`src/rtl/flash_op_status_pkg.sv`:
```
package flash_op_status_pkg;

   localparam int FOS_DW = 8;

   typedef enum logic [2:0] {
      ST_READ,
      ST_PROG,
      ST_PPROT,
      ST_EWIN,
      ST_ERASE,
      ST_EPROT,
      ST_FAIL
   } op_state_t;

   // Status byte: polling bit, toggle bit, failure flag, rest zero.
   function automatic logic [FOS_DW-1:0] status_byte(input logic erase_job,
                                                     input logic target_d7,
                                                     input logic tog,
                                                     input logic failed);
      status_byte = {(erase_job ? 1'b0 : ~target_d7), tog, failed, 5'b00000};
   endfunction

endpackage

```
`src/rtl/fos_cmd_seq.sv`:
```
module fos_cmd_seq #(
   parameter logic [7:0] PROG_CMD  = 8'hA0,
   parameter logic [7:0] ERASE_CMD = 8'h80,
   parameter logic [7:0] CHIP_CMD  = 8'h10,
   parameter logic [7:0] SECT_CMD  = 8'h30
) (
   input  logic       clk,
   input  logic       rst_n,
   input  logic       ce_n,
   input  logic       we_n,
   input  logic [7:0] wdata,
   input  logic       armed,
   output logic       wr_pulse,
   output logic       go_prog,
   output logic       go_chip,
   output logic       go_sect
);

   logic       we_q;
   logic [2:0] step;
   logic       erase_seq;
   logic       hit;

   always_ff @(posedge clk or negedge rst_n) begin
      if (!rst_n) we_q <= 1'b1;
      else        we_q <= we_n;
   end

   assign wr_pulse = !ce_n && !we_q && we_n;
   assign hit      = armed && wr_pulse;

   always_ff @(posedge clk or negedge rst_n) begin
      if (!rst_n) begin
         step      <= 3'd0;
         erase_seq <= 1'b0;
      end else if (!armed) begin
         step      <= 3'd0;
         erase_seq <= 1'b0;
      end else if (wr_pulse) begin
         case (step)
            3'd2: begin
               if (wdata == PROG_CMD) begin
                  step      <= 3'd3;
                  erase_seq <= 1'b0;
               end else if (wdata == ERASE_CMD) begin
                  step      <= 3'd3;
                  erase_seq <= 1'b1;
               end else begin
                  step      <= 3'd0;
               end
            end
            3'd3:    step <= erase_seq ? 3'd4 : 3'd0;
            3'd5:    step <= 3'd0;
            default: step <= step + 3'd1;
         endcase
      end
   end

   assign go_prog = hit && (step == 3'd3) && !erase_seq;
   assign go_chip = hit && (step == 3'd5) && (wdata == CHIP_CMD);
   assign go_sect = hit && (step == 3'd5) && (wdata == SECT_CMD);

   a_r10_one_start: assert property (@(posedge clk) disable iff (!rst_n)
      $onehot0({go_prog, go_chip, go_sect}));

   a_r10_bad_code_drops: assert property (@(posedge clk) disable iff (!rst_n)
      (hit && step == 3'd2 && wdata != PROG_CMD && wdata != ERASE_CMD) |=> (step == 3'd0));

   a_r4_no_start_from_idle: assert property (@(posedge clk) disable iff (!rst_n)
      (step == 3'd0) |-> !(go_prog || go_chip || go_sect));

endmodule

```
`src/rtl/fos_busy_timer.sv`:
```
module fos_busy_timer #(
   parameter int CW = 8
) (
   input  logic          clk,
   input  logic          rst_n,
   input  logic          load,
   input  logic [CW-1:0] load_val,
   output logic          done
);

   logic [CW-1:0] cnt;

   always_ff @(posedge clk or negedge rst_n) begin
      if (!rst_n)          cnt <= '0;
      else if (load)       cnt <= load_val;
      else if (cnt != '0)  cnt <= cnt - 1'b1;
   end

   assign done = (cnt == CW'(1));

   a_r6_counts_down: assert property (@(posedge clk) disable iff (!rst_n)
      (!load && cnt != '0) |=> (cnt == $past(cnt) - 1'b1));

endmodule

```
`src/rtl/fos_sector.sv`:
```
module fos_sector #(
   parameter int WORDS = 4,
   parameter int OFS_W = 2
) (
   input  logic             clk,
   input  logic             rst_n,
   input  logic             wr_en,
   input  logic [OFS_W-1:0] wr_ofs,
   input  logic [7:0]       wr_data,
   input  logic             erase_en,
   input  logic [OFS_W-1:0] rd_ofs,
   output logic [7:0]       rd_data
);

   logic [WORDS-1:0][7:0] words;

   initial begin
      assert (WORDS == (1 << OFS_W)) else $error("WORDS must equal 2**OFS_W");
   end

   always_ff @(posedge clk or negedge rst_n) begin
      if (!rst_n)        words <= '1;
      else if (erase_en) words <= '1;
      else if (wr_en)    words[wr_ofs] <= wr_data;
   end

   assign rd_data = words[rd_ofs];

   a_r3_erased_all_ones: assert property (@(posedge clk) disable iff (!rst_n)
      erase_en |=> (words == '1));

endmodule

```
`src/rtl/fos_read_status.sv`:
```
module fos_read_status
   import flash_op_status_pkg::*;
(
   input  logic              clk,
   input  logic              rst_n,
   input  logic              ce_n,
   input  logic              oe_n,
   input  logic              busy,
   input  logic              op_start,
   input  logic              erase_job,
   input  logic              target_d7,
   input  logic              failed,
   input  logic [FOS_DW-1:0] array_byte,
   output logic [FOS_DW-1:0] rdata
);

   logic read_act;
   logic act_q;
   logic read_end;
   logic tog;

   assign read_act = !ce_n && !oe_n;
   assign read_end = act_q && !read_act;

   always_ff @(posedge clk or negedge rst_n) begin
      if (!rst_n) begin
         act_q <= 1'b0;
         tog   <= 1'b0;
      end else begin
         act_q <= read_act;
         if (op_start)              tog <= 1'b0;
         else if (busy && read_end) tog <= ~tog;
      end
   end

   always_comb begin
      if (!read_act)  rdata = '0;
      else if (busy)  rdata = status_byte(erase_job, target_d7, tog, failed);
      else            rdata = array_byte;
   end

   a_r5_flip_per_read: assert property (@(posedge clk) disable iff (!rst_n)
      (busy && read_end && !op_start) |=> (tog != $past(tog)));

   a_r5_steady_within_read: assert property (@(posedge clk) disable iff (!rst_n)
      (read_act && busy && !read_end) |=> (!read_act || !busy || rdata[6] == $past(rdata[6])));

endmodule

```
`src/rtl/flash_op_status.sv`:
```
module flash_op_status
   import flash_op_status_pkg::*;
#(
   parameter int SECT_N     = 4,
   parameter int SECT_WORDS = 4,
   parameter int ADDR_W     = 4,
   parameter int CLK_MHZ    = 100,
   parameter int PROG_CYC   = 40,
   parameter int ERASE_CYC  = 300,
   parameter int WIN_CYC    = 50,
   parameter logic [7:0] PROG_CMD  = 8'hA0,
   parameter logic [7:0] ERASE_CMD = 8'h80,
   parameter logic [7:0] CHIP_CMD  = 8'h10,
   parameter logic [7:0] SECT_CMD  = 8'h30,
   parameter logic [7:0] RST_CMD   = 8'hF0
) (
   input  logic              clk,
   input  logic              rst_n,
   input  logic              ce_n,
   input  logic              oe_n,
   input  logic              we_n,
   input  logic [ADDR_W-1:0] addr,
   input  logic [7:0]        wdata,
   input  logic [SECT_N-1:0] sect_prot,
   input  logic              pulse_limit,
   output logic [7:0]        rdata
);

   localparam int SW        = $clog2(SECT_N);
   localparam int OW        = $clog2(SECT_WORDS);
   localparam int PPROT_CYC = 2 * CLK_MHZ;
   localparam int EPROT_CYC = 100 * CLK_MHZ;
   localparam int MAX_A     = (PROG_CYC > ERASE_CYC) ? PROG_CYC : ERASE_CYC;
   localparam int MAX_B     = (WIN_CYC > PPROT_CYC) ? WIN_CYC : PPROT_CYC;
   localparam int MAX_C     = (MAX_A > MAX_B) ? MAX_A : MAX_B;
   localparam int MAX_CYC   = (MAX_C > EPROT_CYC) ? MAX_C : EPROT_CYC;
   localparam int CW        = $clog2(MAX_CYC + 1);

   initial begin
      assert (SECT_N >= 2 && (SECT_N & (SECT_N - 1)) == 0)
         else $error("SECT_N must be a power of two, at least 2");
      assert (SECT_WORDS >= 2 && (SECT_WORDS & (SECT_WORDS - 1)) == 0)
         else $error("SECT_WORDS must be a power of two, at least 2");
      assert (ADDR_W == SW + OW) else $error("ADDR_W must cover sectors and words");
      assert (PROG_CYC >= 2 && ERASE_CYC >= 2 && WIN_CYC >= 2 && CLK_MHZ >= 1)
         else $error("durations must be at least two cycles");
      assert (PROG_CMD != ERASE_CMD && CHIP_CMD != SECT_CMD)
         else $error("command codes must differ");
   end

   op_state_t         state, nxt;
   logic [ADDR_W-1:0] last_addr;
   logic [7:0]        last_data;
   logic              erase_job, erase_job_n;
   logic [SECT_N-1:0] sel, sel_n;
   logic              op_start, prog_fire, erase_fire;
   logic              ld;
   logic [CW-1:0]     ldv;
   logic              tmr_done;
   logic              wr_pulse, go_prog, go_chip, go_sect;
   logic              armed, busy, failed;
   logic [SW-1:0]     wr_sec;
   logic [SECT_N-1:0] wr_hot;
   logic [7:0]        bank_rd [SECT_N];
   logic [7:0]        array_byte;

   assign armed  = (state == ST_READ);
   assign busy   = (state != ST_READ);
   assign failed = (state == ST_FAIL);
   assign wr_sec = addr[ADDR_W-1:OW];
   assign wr_hot = SECT_N'(1) << wr_sec;

   fos_cmd_seq #(
      .PROG_CMD (PROG_CMD),
      .ERASE_CMD(ERASE_CMD),
      .CHIP_CMD (CHIP_CMD),
      .SECT_CMD (SECT_CMD)
   ) u_seq (
      .clk     (clk),
      .rst_n   (rst_n),
      .ce_n    (ce_n),
      .we_n    (we_n),
      .wdata   (wdata),
      .armed   (armed),
      .wr_pulse(wr_pulse),
      .go_prog (go_prog),
      .go_chip (go_chip),
      .go_sect (go_sect)
   );

   fos_busy_timer #(.CW(CW)) u_timer (
      .clk     (clk),
      .rst_n   (rst_n),
      .load    (ld),
      .load_val(ldv),
      .done    (tmr_done)
   );

   always_comb begin
      nxt         = state;
      sel_n       = sel;
      erase_job_n = erase_job;
      op_start    = 1'b0;
      prog_fire   = 1'b0;
      erase_fire  = 1'b0;
      ld          = 1'b0;
      ldv         = '0;
      case (state)
         ST_READ: begin
            if (go_prog) begin
               op_start    = 1'b1;
               erase_job_n = 1'b0;
               ld          = 1'b1;
               if (sect_prot[wr_sec]) begin
                  nxt = ST_PPROT;
                  ldv = CW'(PPROT_CYC);
               end else begin
                  nxt = ST_PROG;
                  ldv = CW'(PROG_CYC);
               end
            end else if (go_chip) begin
               op_start    = 1'b1;
               erase_job_n = 1'b1;
               sel_n       = '1;
               ld          = 1'b1;
               if (&sect_prot) begin
                  nxt = ST_EPROT;
                  ldv = CW'(EPROT_CYC);
               end else begin
                  nxt = ST_ERASE;
                  ldv = CW'(ERASE_CYC);
               end
            end else if (go_sect) begin
               op_start    = 1'b1;
               erase_job_n = 1'b1;
               sel_n       = wr_hot;
               ld          = 1'b1;
               ldv         = CW'(WIN_CYC);
               nxt         = ST_EWIN;
            end
         end
         ST_PROG: begin
            if (pulse_limit) nxt = ST_FAIL;
            else if (tmr_done) begin
               prog_fire = 1'b1;
               nxt       = ST_READ;
            end
         end
         ST_PPROT: begin
            if (pulse_limit)   nxt = ST_FAIL;
            else if (tmr_done) nxt = ST_READ;
         end
         ST_EWIN: begin
            if (pulse_limit) nxt = ST_FAIL;
            else if (wr_pulse && wdata == SECT_CMD) begin
               sel_n = sel | wr_hot;
               ld    = 1'b1;
               ldv   = CW'(WIN_CYC);
            end else if (tmr_done) begin
               ld = 1'b1;
               if ((sel & ~sect_prot) == '0) begin
                  nxt = ST_EPROT;
                  ldv = CW'(EPROT_CYC);
               end else begin
                  nxt = ST_ERASE;
                  ldv = CW'(ERASE_CYC);
               end
            end
         end
         ST_ERASE: begin
            if (pulse_limit) nxt = ST_FAIL;
            else if (tmr_done) begin
               erase_fire = 1'b1;
               nxt        = ST_READ;
            end
         end
         ST_EPROT: begin
            if (pulse_limit)   nxt = ST_FAIL;
            else if (tmr_done) nxt = ST_READ;
         end
         ST_FAIL: begin
            if (wr_pulse && wdata == RST_CMD) nxt = ST_READ;
         end
         default: nxt = ST_READ;
      endcase
   end

   always_ff @(posedge clk or negedge rst_n) begin
      if (!rst_n) begin
         state     <= ST_READ;
         sel       <= '0;
         erase_job <= 1'b0;
         last_addr <= '0;
         last_data <= '0;
      end else begin
         state     <= nxt;
         sel       <= sel_n;
         erase_job <= erase_job_n;
         if (go_prog && armed) begin
            last_addr <= addr;
            last_data <= wdata;
         end
      end
   end

   for (genvar s = 0; s < SECT_N; s++) begin : g_sect
      fos_sector #(.WORDS(SECT_WORDS), .OFS_W(OW)) u_bank (
         .clk     (clk),
         .rst_n   (rst_n),
         .wr_en   (prog_fire && (last_addr[ADDR_W-1:OW] == SW'(s))),
         .wr_ofs  (last_addr[OW-1:0]),
         .wr_data (last_data),
         .erase_en(erase_fire && sel[s] && !sect_prot[s]),
         .rd_ofs  (addr[OW-1:0]),
         .rd_data (bank_rd[s])
      );
   end

   assign array_byte = bank_rd[wr_sec];

   fos_read_status u_status (
      .clk       (clk),
      .rst_n     (rst_n),
      .ce_n      (ce_n),
      .oe_n      (oe_n),
      .busy      (busy),
      .op_start  (op_start),
      .erase_job (erase_job),
      .target_d7 (last_data[7]),
      .failed    (failed),
      .array_byte(array_byte),
      .rdata     (rdata)
   );

   a_r2_poll_inverted: assert property (@(posedge clk) disable iff (!rst_n)
      ((state == ST_PROG || state == ST_PPROT) && !ce_n && !oe_n)
         |-> (rdata[7] == ~last_data[7] && rdata[4:0] == 5'b0));

   a_r3_poll_low: assert property (@(posedge clk) disable iff (!rst_n)
      ((state == ST_EWIN || state == ST_ERASE || state == ST_EPROT) && !ce_n && !oe_n)
         |-> (rdata[7] == 1'b0));

   a_r8_fail_flag: assert property (@(posedge clk) disable iff (!rst_n)
      (failed && !ce_n && !oe_n) |-> rdata[5]);

   a_r8_fail_sticky: assert property (@(posedge clk) disable iff (!rst_n)
      (failed && !(wr_pulse && wdata == RST_CMD)) |=> failed);

   a_r9_window_restart: assert property (@(posedge clk) disable iff (!rst_n)
      (state == ST_EWIN && !pulse_limit && wr_pulse && wdata == SECT_CMD) |=> (state == ST_EWIN));

endmodule

```
`config.mk`:
```
export PLATFORM = sky130hd
export DESIGN_NAME = flash_op_status
export DESIGN_NICKNAME = d
export VERILOG_FILES = /design/src/rtl/flash_op_status_pkg.sv /design/src/rtl/fos_cmd_seq.sv /design/src/rtl/fos_busy_timer.sv /design/src/rtl/fos_sector.sv /design/src/rtl/fos_read_status.sv /design/src/rtl/flash_op_status.sv
export SDC_FILE = /design/constraint.sdc
export NUM_CORES = 1
export LEC_CHECK = 0
export BUFFER_PORTS_ARGS = -buffer_cell sky130_fd_sc_hd__buf_2
export CORE_MARGIN = 3
export CORE_UTILIZATION = 45
export CTS_CLUSTER_SIZE = 8
export DETAILED_ROUTE_END_ITERATION = 16
export PLACE_DENSITY = 0.71
export SLEW_MARGIN = 20
export SYNTH_ARGS = -nofsm -noshare
export SYNTH_HDL_FRONTEND = slang
export SYNTH_HIERARCHICAL = 1
export SYNTH_SLANG_ARGS = --single-unit
```
`constraint.sdc`:
```
create_clock -name clk -period 4.9 [get_ports clk]
set_clock_uncertainty 0.05 [all_clocks]
set_input_delay 0.245 -clock clk [delete_from_list [all_inputs] [get_ports clk]]
set_output_delay 0.245 -clock clk [all_outputs]
set_load 0.02 [all_outputs]
```
# Yosys cells after proc, flatten, opt, wreduce, memory -nomap -nowiden
# Index checks and enable logic that the tools add are counted.
[totals]
output_inout_bits = 8
ff_bits = 169
input_bits = 22
[classes]
reduce_logical = 55
shifts = 1
n_addsub = 2
bitwise = 6
eq_ne = 30
n_mux = 88
order_cmp = 5
[ops]
columns = ["op", "n"]
rows = [
  ["$mux 32", 8],
  ["$bwmux 32", 4],
  ["$mux 14", 9],
  ["$bmux 8 s2", 5],
  ["$mux 8", 10],
  ["$mux 3", 13],
  ["$pmux 14 s2", 1],
  ["$logic_and 1x1->1", 27],
  ["$eq 8x8->1 const B", 3],
  ["$mux 1", 24],
  ["$mux 4", 5],
  ["$demux 8 s2", 1],
  ["$eq 14x1->1 const B", 1],
  ["$reduce_bool 14->1", 1],
  ["$reduce_bool 2->1", 7],
  ["$sub 14x1->14 const B", 1],
  ["$eq 3x2->1 const B", 4],
  ["$eq 3x3->1 const B", 4],
  ["$pmux 3 s4", 1],
  ["$reduce_and 5->1", 2],
  ["$logic_not 1->1", 9],
  ["$lt 2x3->1 const B", 3],
  ["$ne 3x3->1 const B", 3],
  ["$pmux 3 s3", 1],
  ["31 further kinds", 40],
]

# Longest topological paths before layout
[logic_depth]
ltp_word = 11
ltp_mapped = 13
mapped_depth_nobuf = 12

# Hierarchy
# Netlist, hierarchy kept.
[modules_own_cells]
columns = ["mod", "instances", "area_per_inst_um2", "cells_each"]
rows = [
  ["fos_sector", 4, 1565.3, 125],
  ["flash_op_status", 1, 1511.4, 159],
  ["fos_busy_timer", 1, 912.1, 98],
  ["fos_cmd_seq", 1, 391.6, 41],
  ["fos_read_status", 1, 181.4, 20],
]

# Worst setup path before layout
# OpenSTA, ideal clock, no wires.
[synth_path]
path_kind = "flip-flop to flip-flop"
start = "register state[0]"
end = "register u_timer.cnt[3]"
arrival_time_ps = 2330
path_slack_ps = 2395
stages_incl_launch_ff = 12
n_path_buf = 4
period_less_slack_ps = 2505
required_ps = 4725
path_cell_list = "dfrtp_1 > or3_1 > buf_6 > clkinv_4 > and4b_1 > buf_2 > nand2_8 > buf_6 > nand3_1 > clkbuf_1 > nor3_1 > a2111oi_0"
[synth_rtl]
columns = ["item", "line", "source"]
rows = [
  ["from (decl)", "flash_op_status.sv:51", "op_state_t state, nxt;"],
  ["from (signal assigned)", "flash_op_status.sv:196", "state <= nxt;"],
  ["$logic_not 3->1 (*)", "flash_op_status.sv:67", "assign armed = (state == ST_READ);"],
  ["net armed", "flash_op_status.sv:61", "logic armed, busy, failed;"],
  ["$logic_and 1x1->1 (*)", "fos_cmd_seq.sv:30", "assign hit = armed && wr_pulse;"],
  ["$logic_and 1x1->1 (*) (2 in series)", "fos_cmd_seq.sv:59", "assign go_prog = hit && (step == 3'd3) && !erase_seq;"],
  ["net go_prog", "flash_op_status.sv:60", "logic wr_pulse, go_prog, go_chip, go_sect;"],
  ["$mux 1 (*)", "flash_op_status.sv:110", "if (go_prog) begin"],
  ["$pmux 1 s2 (*)", "flash_op_status.sv:108", "case (state)"],
  ["net ld", "flash_op_status.sv:57", "logic ld;"],
  ["$mux 14 or $reduce_bool 2->1 (tied branches)", "--", ""],
  ["to (signal assigned)", "fos_busy_timer.sv:15", "else if (load) cnt <= load_val;"],
  ["to (signal assigned)", "fos_busy_timer.sv:16", "else if (cnt != '0) cnt <= cnt - 1'b1;"],
  ["to (decl)", "fos_busy_timer.sv:11", "logic [CW-1:0] cnt;"],
]
# Mark *: on every way through the listed nets, which the timed path passes. The rest lies on a longest branch.
# A chain may end at the register's enable or synchronous reset.

# Worst setup path after layout
[layout_path]
start = "register state[1]"
end = "register u_timer.cnt[3]"
# Same word-level chain as after synthesis.

==> impl_metrics.json <==
{
  "syn_area_per_cell_um2": 11.3,
  "finalSetupViolCount": 0,
  "ctsResizeCount": 0,
  "wire_per_inst_um": 19.1,
  "worst_slew_pin_slew_ps": 992,
  "cts_buffers": 17,
  "cpMaxStageDelayCell": "or3_1",
  "timing.fmax_ghz": 0.266,
  "die_h_um": 149,
  "end_kind": "flop",
  "cts_tree": "done",
  "hold_viol_final": 0,
  "track_usage": 0.197,
  "drive_gt1_frac": 0.327,
  "place_inst": 1072,
  "maxSlewViolCount": 0,
  "synth_edf_count": 0,
  "num_vias": 6302,
  "drtPass1Iterations": 4,
  "min_period_ps": 3760,
  "worstSetupPathType": "reg2reg",
  "dp_hpwl_mm": 13.8,
  "holdWs_ps": 41.1,
  "clk_latency_ps": 440,
  "grt_max_degree": 170,
  "grt-ovfl-total": 0,
  "cp_max_fo": 21,
  "finalCritPeriodShare": 0.768,
  "clockRootBuffer": "clkbuf_16",
  "drc_errors": 0,
  "cts_setup_buffers": 0,
  "drtIter0Drc": 477,
  "path_buf_inv": 2,
  "routed_wl_mm": 21.2,
  "start_util": 0.466,
  "pre_cts_slack_ps": 1220,
  "ys_ff_latch": 169,
  "hp-class": "in2reg",
  "rsz0062_at_grt": "false",
  "htreeDepth": 4,
  "cap_violations": 0,
  "synthArstFlopShare": 1.00,
  "antenna_found_initial": 0,
  "synth_area_um2": 9260,
  "hold_buffers": 3,
  "clk_path_buf_depth": 2,
  "arrival_ps": 4030,
  "slew_headroom": 0.333,
  "ys_types": 70,
  "synth_top_flop_cell": "dfstp_2",
  "layoutNonFillerInstCount": 1107,
  "syn_inst": 818,
  "path_cells": "or3_1 -> clkinv_4 -> and4b_1 -> nand2_8 -> nand3_1 -> inv_1 -> and3_1 -> a2111oi_0",
  "post_dp_cell_area_um2": 9580,
  "design_area_um2": 10200,
  "p_leak_nw": 4.64,
  "gp_congestion": 0.827,
  "crit_start": "state[1]",
  "reg2reg_from": "state[1]",
  "die_x_um": 149,
  "num_io_pins": 30,
  "antenna_cells": 0,
  "yosysSeqAreaShare": 0.474,
  "status": "finished clean",
  "coreArea_um2": 19800,
  "avgViaCountPerCell": 5.69,
  "finalWorstSetupSlack_ps": 1140,
  "syn2layout_area_growth_pct": 10.3,
  "fin_setup_tns_ps": 0,
  "path_clk_slew_ps": 70,
  "vdd_drop_max_v": 0.000254,
  "dieArea_um2": 22300,
  "postRouteAntennaNets": 0,
  "io_buffers": 29,
  "cp-start-kind": "flop",
  "grt_pass1_wl_mm": 33.9,
  "min_from": "ce_n",
  "crit_required_ps": 5170,
  "cts.sinks": 169,
  "finalNetCount": 857,
  "critPathTopFamily": "simple AND/OR/NAND/NOR gates",
  "grt_pass1_vias": 6158,
  "max_stage_delay_ps": 660,
  "ys.warnings.count": 6,
  "rows": 51,
  "power.density_nw_per_um2": 328
}
metrics by stage:
| stage | utilization | total power [mW] |
|---|---|---|
| final | 0.515 | 3.35 |
| after global placement | 0.483 | 1.97 |
| after floorplan | - | 1.87 |
| after global routing | 0.515 | 3.50 |
| after CTS | 0.515 | 3.38 |
| after detailed placement | 0.483 | 1.98 |
layout make-up:
| type | instances | area [um2] |
|---|---|---|
| sequential | 169 | 4390 |
| multi-input combinational | 582 | 4560 |
| tap | 265 | 332 |
| timing repair buffer | 39 | 246 |
| inverter | 20 | 80.1 |
| clock buffer | 18 | 439 |
| clock inverter | 14 | 166 |
| fill | 1755 | 9630 |
cell usage after synthesis (all sizes together) (2+ instances only):
master	n	area, um2
mux2i	132	1320
o221ai	2	17.5
a211oi	8	65.1
nor2	197	739
nand4	10	68.8
a211o	3	27.5
o211ai	3	27.5
nand3	17	90.1
a21oi	12	60.1
a31oi	2	12.5
nor3b	2	26.3
o22ai	2	12.5
nand2	19	90.1
mux4	41	923
a2bb2oi	3	26.3
buf	37	203
xor2	4	35.0
nand3b	11	82.6
o21a	4	30.0
nor2b	4	25.0
mux2	14	169
or3b	4	35.0
or3	4	30.0
dfrtp	40	1000
nor4	6	73.8
ha	6	75.1
clkbuf	12	45.0
nor3	15	90.1
and4b	2	20.0
nand4b	2	17.5
nand2b	6	37.5
inv	19	71.3
o21ai	17	88.8
dfstp	129	3390
and3	3	18.8
xnor2	2	17.5
and2	7	43.8
worst register-to-register path, cell delays in order (launching register included):
cell       delay, ps
dfrtp_1          500
or3_1            670
clkinv_4         220
and4b_1          480
nand2_8          190
nand3_1          460
inv_1            450
and3_1           300
a2111oi_0        320
worst paths after layout:
check                            endpoint  slack [ps]  depth (start not counted)
min in group asynchronous  u_timer/cnt[4]         510                          3
setup / recovery           u_timer/cnt[3]        1140                          8
hold / removal             u_status/act_q          40                          2
hold reg to reg                    sel[1]         430                          2
max in group asynchronous   u_seq/step[1]        3700                          3
setup reg to reg           u_timer/cnt[3]        1140                          8
logic make-up (layout without fill, tap and decap cells):
kind of cell,after synthesis,after routing,share of synthesized area
AND/OR/NAND/NOR,312,312,0.163
multiplexers,187,187,0.261
adder cells (fa/ha/maj),6,6,0.00811
flip-flops,169,169,0.474
buffers and inverters,69,91,0.0354
XOR/XNOR,6,6,0.00568
AO/OA/AOI/OAI,68,68,0.0520
other,1,3,0.000405
placed cells by master (no fill, tap or decap), types with 12 or more instances in the layout:
cell type / count
o21ai_0: 16
nand3_1: 16
nand2_1: 17
inv_1: 19
nor2_1: 193
nor3_1: 12
a21oi_1: 12
mux2i_1: 132
clkbuf_16: 17
dfstp_2: 129
dfrtp_1: 40
buf_2: 28
mux4_2: 41
layer usage:
metal	track usage	share of wire	wire length, um	vias to the layer above
li1	-	-	-	2935
met1	0.277	0.46	9770	3225
met2	0.316	0.49	10400	110
met3	0.0336	0.031	659	32
met4	0.0577	0.017	365	0
met5	0	0	0	-
state kept, by name, summed over array words and instances, names as in the netlist, 3 cells and up:
name                 count
sel                      4
last_data                8
last_addr                4
state                    3
u_timer/cnt             14
g_sect.u_bank/words    128
u_seq/step               3
where the power goes:
part	switching, mW	total [mW]	internal (mW)	leakage [nW]
clock	0.608	1.39	0.779	0.303
combinational	0.241	0.410	0.168	2.49
sequential	0.0919	1.55	1.46	1.85
total	0.941	3.35	2.41	4.64
No activity file was read; power rests on OpenSTA's default activity.
